## src/rtl/iem_pkg.sv

```systemverilog
package iem_pkg;
  localparam int unsigned STS_W  = 32;
  localparam int unsigned FLAG_N = 3;
  // msb-0 bit k of the status word sits at lsb index STS_W-1-k
  localparam int unsigned POS_RE = STS_W - 1 - 5;
  localparam int unsigned POS_IA = STS_W - 1 - 6;
  localparam int unsigned POS_TA = STS_W - 1 - 7;

  // packed order matches the lsb-index order of the status word
  typedef struct packed {
    logic re;
    logic ia;
    logic ta;
  } flag_vec_t;
endpackage

```

## src/rtl/iem_retry_tracker.sv

```systemverilog
module iem_retry_tracker #(
  parameter int unsigned CNT_W = 8
) (
  input  logic             clk,
  input  logic             rst_n,
  input  logic             new_txn,
  input  logic             txn_end,
  input  logic             retry_disc,
  input  logic [CNT_W-1:0] max_retries,
  output logic             retry_err
);
  logic [CNT_W-1:0] cnt_q;
  logic [CNT_W-1:0] cnt_inc;
  logic             limit_on;
  logic             reset_cnt;

  assign limit_on  = |max_retries;
  assign cnt_inc   = (&cnt_q) ? cnt_q : cnt_q + 1'b1;
  assign reset_cnt = new_txn | txn_end;
  // ending or restarting a transaction takes precedence over a retry in the same cycle
  assign retry_err = retry_disc & ~reset_cnt & limit_on & (cnt_inc == max_retries);

  always_ff @(posedge clk) begin
    if (!rst_n) begin
      cnt_q <= '0;
    end else if (reset_cnt || retry_err) begin
      cnt_q <= '0;
    end else if (retry_disc) begin
      cnt_q <= cnt_inc;
    end
  end
endmodule

```

## src/rtl/iem_claim_watch.sv

```systemverilog
module iem_claim_watch #(
  parameter int unsigned WINDOW = 4
) (
  input  logic clk,
  input  logic rst_n,
  input  logic addr_start,
  input  logic devsel,
  output logic unclaimed
);
  localparam int unsigned AGE_W = $clog2(WINDOW + 1);

  logic             armed_q;
  logic [AGE_W-1:0] age_q;

  assign unclaimed = armed_q & ~devsel & (age_q == AGE_W'(WINDOW));

  always_ff @(posedge clk) begin
    if (!rst_n) begin
      armed_q <= 1'b0;
      age_q   <= '0;
    end else if (addr_start) begin
      armed_q <= 1'b1;
      age_q   <= AGE_W'(1);
    end else if (armed_q) begin
      if (devsel || unclaimed) begin
        armed_q <= 1'b0;
      end else begin
        age_q <= age_q + 1'b1;
      end
    end
  end
endmodule

```

## src/rtl/iem_flag_bank.sv

```systemverilog
module iem_flag_bank #(
  parameter int unsigned N = 3
) (
  input  logic         clk,
  input  logic         rst_n,
  input  logic [N-1:0] set_evt,
  input  logic [N-1:0] clr_req,
  input  logic [N-1:0] irq_en,
  output logic [N-1:0] flags,
  output logic         irq
);
  logic [N-1:0] flags_q;

  for (genvar i = 0; i < N; i++) begin : g_flag
    always_ff @(posedge clk) begin
      if (!rst_n) begin
        flags_q[i] <= 1'b0;
      end else if (set_evt[i]) begin
        flags_q[i] <= 1'b1;
      end else if (clr_req[i]) begin
        flags_q[i] <= 1'b0;
      end
    end
  end

  always_ff @(posedge clk) begin
    if (!rst_n) begin
      irq <= 1'b0;
    end else begin
      irq <= |(flags_q & irq_en);
    end
  end

  assign flags = flags_q;
endmodule

```

## src/rtl/init_err_monitor.sv

```systemverilog
module init_err_monitor
  import iem_pkg::*;
#(
  parameter int unsigned CNT_W  = 8,
  parameter int unsigned WINDOW = 4
) (
  input  logic             clk,
  input  logic             rst_n,
  input  logic             addr_start,
  input  logic             addr_is_retry,
  input  logic             tgt_devsel,
  input  logic             tgt_retry,
  input  logic             tgt_abort,
  input  logic             xfer_done,
  input  logic [CNT_W-1:0] max_retries,
  input  logic [FLAG_N-1:0] irq_en,
  input  logic             sts_wr_en,
  input  logic [STS_W-1:0] sts_wr_data,
  output logic [STS_W-1:0] sts_rd_data,
  output logic             irq
);
  flag_vec_t   evt;
  flag_vec_t   clr;
  flag_vec_t   flags;
  logic [FLAG_N-1:0] set_evt;
  logic        new_txn;
  logic        txn_end;

  assign new_txn = addr_start & ~addr_is_retry;
  assign txn_end = xfer_done | tgt_abort | evt.ia;
  assign evt.ta  = tgt_abort;

  iem_claim_watch #(.WINDOW(WINDOW)) u_claim (
    .clk       (clk),
    .rst_n     (rst_n),
    .addr_start(addr_start),
    .devsel    (tgt_devsel),
    .unclaimed (evt.ia)
  );

  iem_retry_tracker #(.CNT_W(CNT_W)) u_retry (
    .clk        (clk),
    .rst_n      (rst_n),
    .new_txn    (new_txn),
    .txn_end    (txn_end),
    .retry_disc (tgt_retry),
    .max_retries(max_retries),
    .retry_err  (evt.re)
  );

  assign clr.re = sts_wr_en & sts_wr_data[POS_RE];
  assign clr.ia = sts_wr_en & sts_wr_data[POS_IA];
  assign clr.ta = sts_wr_en & sts_wr_data[POS_TA];
  assign set_evt = evt;

  iem_flag_bank #(.N(FLAG_N)) u_flags (
    .clk    (clk),
    .rst_n  (rst_n),
    .set_evt(evt),
    .clr_req(clr),
    .irq_en (irq_en),
    .flags  (flags),
    .irq    (irq)
  );

  always_comb begin
    sts_rd_data         = '0;
    sts_rd_data[POS_RE] = flags.re;
    sts_rd_data[POS_IA] = flags.ia;
    sts_rd_data[POS_TA] = flags.ta;
  end
endmodule

```

## config.mk

```make
export PLATFORM = sky130hd
export DESIGN_NAME = init_err_monitor
export DESIGN_NICKNAME = d
export VERILOG_FILES = /design/src/rtl/iem_pkg.sv /design/src/rtl/iem_retry_tracker.sv /design/src/rtl/iem_claim_watch.sv /design/src/rtl/iem_flag_bank.sv /design/src/rtl/init_err_monitor.sv
export SDC_FILE = /design/constraint.sdc
export NUM_CORES = 1
export LEC_CHECK = 0
export ABC_CLOCK_PERIOD_IN_PS = 2100
export BUFFER_PORTS_ARGS = -buffer_cell sky130_fd_sc_hd__clkbuf_2
export CAP_MARGIN = 0
export CORE_ASPECT_RATIO = 0.6
export CORE_UTILIZATION = 38
export CTS_CLUSTER_DIAMETER = 120
export CTS_CLUSTER_SIZE = 20
export DETAILED_ROUTE_END_ITERATION = 10
export PLACE_DENSITY = 0.77
export SETUP_SLACK_MARGIN = 0.4
export SLEW_MARGIN = 20
export SYNTH_ARGS = -nofsm -noshare
export SYNTH_HDL_FRONTEND = slang
export SYNTH_SLANG_ARGS = --single-unit
```

## constraint.sdc

```tcl
create_clock -name clk -period 2.1 [get_ports clk]
set_clock_uncertainty 0.05 [all_clocks]
set_input_delay 0 -clock clk [delete_from_list [all_inputs] [get_ports clk]]
set_output_delay 0 -clock clk [all_outputs]
set_load 0.01 [all_outputs]
```

==> impl_metrics.json <==
{
  "rrSetupSlack_ns": 0.22,
  "grt_pass1_vias": 1120,
  "pin_count": 85,
  "peakVddDrop_mv": 0.260,
  "via_per_inst": 5.00,
  "syn_area_mm2": 0.00128,
  "avgSynthCellArea_um2": 8.16,
  "htree_num_levels": 1,
  "min_path_type": "primary input to register",
  "grt_max_degree": 13,
  "fillerInstances": 295,
  "root_buffer": "clkbuf_8",
  "dr.pass1.iters": 4,
  "min_from": "sts_wr_data[25]",
  "wl_um": 3200,
  "drc": 0,
  "syn-instance-count": 157,
  "p_int_w": 0.000486,
  "fin_crit_ns": 1.88,
  "setup_tns_ns": 0,
  "synth_top_area_frac": 0.250,
  "finalCritPeriodShare": 0.897,
  "cp-end-kind": "register",
  "ant_nets": 0,
  "worstPathArrival_ns": 1.97,
  "r2r-start": "u_retry.cnt_q[1]$_SDFFE_PP0P_",
  "swShare": 0.278,
  "area_growth_pct": 32.5,
  "cts_tree": "built",
  "clk_pin_slew_ns": 0.07,
  "p_clk_frac": 0.362,
  "total_leakage_power_nw": 0.726,
  "grt-ovfl-total": 0,
  "yosys_warnings": 0,
  "clockBufferDepth": 2,
  "async_flop_share": 0,
  "synthTopCellsByCount": "buf_4, dfxtp_1, nor2_1",
  "synth-seq-cells": 16,
  "initial_core_util": 0.421,
  "setup_violations": 0,
  "start_kind": "register",
  "grt_usage": 0.192,
  "slew_viol_final": 0,
  "die_w_um": 77.0,
  "seqPwrFrac": 0.463,
  "worstPathMaxFanout": 8,
  "via_count": 1250,
  "drt_iter0_drc": 143,
  "yosys-top-cells-area": "dfxtp_1, buf_4, nor2_1",
  "n_antenna_cell": 0,
  "regToRegEndpoint": "u_retry.cnt_q[2]$_SDFFE_PP0P_",
  "rows": 15,
  "crit_required_ns": 2.19,
  "insertion_delay_ns": 0.26,
  "power_density_mw_per_mm2": 396,
  "layout.nets": 264,
  "die_area_mm2": 0.00362,
  "cts_buffers": 3,
  "synth_edf_count": 0,
  "antenna_found_initial": 0,
  "yosysTopAreaCell": "dfxtp_1",
  "grt_pass1_wl_um": 5150,
  "yosysSeqAreaShare": 0.250,
  "core_mm2": 0.00304,
  "drive_gt1_frac": 0.365,
  "rsz0062_at_grt": "yes",
  "synthFlopType": "dfxtp_1",
  "hold_depth": 4,
  "post-dp-hpwl_um": 2330,
  "path_class": "register to register",
  "rr_worst_depth": 9,
  "cts_sinks": 16,
  "combPwrFrac": 0.175,
  "wl_per_cell_um": 12.8,
  "status": "finished clean",
  "die_y_um": 47.0,
  "finalHoldViolations": 0,
  "switchingPower_w": 0.000187,
  "yosysMostFrequentCell": "buf_4",
  "hold_slack_ns": 0.00382,
  "synthDistinctLibCells": 40,
  "max_freq_mhz": 531,
  "gp_congestion": 0.853,
  "max_cap_violations": 0,
  "io_buffers": 26,
  "worstHoldEndpoint": "u_flags.flags[1]$_SDFFE_PN0P_"
}
## cell type report
cell class,instances,area (um^2),share of cell area
clock buffers,3,41.3,0.0243
clock inverters,1,3.75,0.00221
inverters,2,7.51,0.00442
multi-input cells,134,893,0.526
flip-flops and latches,16,334,0.197
well taps,42,52.6,0.0310
repair buffers,52,365,0.215
## sequential cells by signal, indices dropped and copies added (netlist names)
name / flops
u_retry.cnt_q: 8
u_claim.age_q: 3
u_flags.flags: 3
u_claim.armed_q: 1
u_flags.irq: 1
## layer usage
| metal | wire length (um) | global-route usage | part of all wire | vias to the layer above |
|---|---|---|---|---|
| met5 | 0 | 0 | 0 | - |
| met3 | 266 | 0.0466 | 0.083 | 8 |
| met4 | 53 | 0.0654 | 0.017 | 0 |
| met2 | 1410 | 0.318 | 0.44 | 67 |
| li1 | - | - | - | 608 |
| met1 | 1470 | 0.254 | 0.46 | 567 |
## power by group through the flow
stage,Combinational (W),Clock [W],Sequential (W)
6_report,0.000118,0.000244,0.000311
5_1_grt,0.000131,0.000268,0.000312
4_1_cts,0.000113,0.000254,0.000311
3_5_place_dp,0.000103,0,0.000319
3_3_place_gp,0.000100,0,0.000318
2_1_floorplan,0.0000998,0,0.000318
## worst max path at each step
stage / from / end / slack (ns)
2_1_floorplan: u_retry.cnt_q[4]$_SDFFE_PP0P_ / u_retry.cnt_q[4]$_SDFFE_PP0P_ / 0.25
3_3_place_gp: u_retry.cnt_q[1]$_SDFFE_PP0P_ / u_retry.cnt_q[4]$_SDFFE_PP0P_ / 0.16
3_5_place_dp: u_claim.age_q[0]$_SDFFE_PN0P_ / u_retry.cnt_q[1]$_SDFFE_PP0P_ / 0.11
4_1_cts: u_retry.cnt_q[1]$_SDFFE_PP0P_ / u_retry.cnt_q[1]$_SDFFE_PP0P_ / 0.24
5_1_grt: u_retry.cnt_q[1]$_SDFFE_PP0P_ / u_flags.flags[2]$_SDFFE_PN0P_ / 0.16
6_report: u_retry.cnt_q[1]$_SDFFE_PP0P_ / u_retry.cnt_q[2]$_SDFFE_PP0P_ / 0.22
## metrics by stage
step           power [W]  cell area (um^2)   util  setup WS (ns)  instances
6_report        0.000673              1700  0.558          0.217        250
5_1_grt         0.000712              1700  0.558          0.158        250
4_1_cts         0.000678              1650  0.544          0.236        247
3_5_place_dp    0.000421              1450  0.477          0.105        231
3_3_place_gp    0.000418              1450  0.477          0.164        231
2_1_floorplan   0.000418              1430      -          0.251        185
## kinds of logic after synthesis
group | count (synthesis) | share of synthesized area
other | 1 | 0.00293
muxes | 3 | 0.0234
AOI/OAI and AO/OA | 29 | 0.170
DFF | 16 | 0.250
buffers and inverters | 35 | 0.198
and+or+nand+nor | 61 | 0.265
xor gates and xnor gates | 9 | 0.0615
adders and majority gates | 3 | 0.0293
## timing repair
action                     CTS  global route
setup buffers                7             3
resized for setup           17             6
hold endpoints to repair     4             0
hold buffers                 5             0
setup endpoints to repair    9             9
pin swaps                   12             5
## critical path, cell delays in order (launching register included)
cell and delay (ns):
dfxtp_4 0.36, ha_4 0.19, nand3_4 0.11, nor2_2 0.08, buf_4 0.13, a211oi_2 0.22
o32ai_2 0.15, o31ai_4 0.24, buf_6 0.17, nor3_2 0.05
## cell usage in the layout, fill, tap and decap left out, types with 4 or more instances in the layout
cell type / n
a21oi_1: 7
and3_1: 4
buf_4: 16
buf_6: 4
clkbuf_2: 26
conb_1: 29
dfxtp_1: 9
dfxtp_2: 5
dlygate4sd3_1: 5
nand2_1: 8
nand2b_1: 4
nand3_1: 5
nor2_1: 10
nor2b_1: 4
o21ai_0: 4
xnor2_1: 5
(Power assumes the default switching activity.)
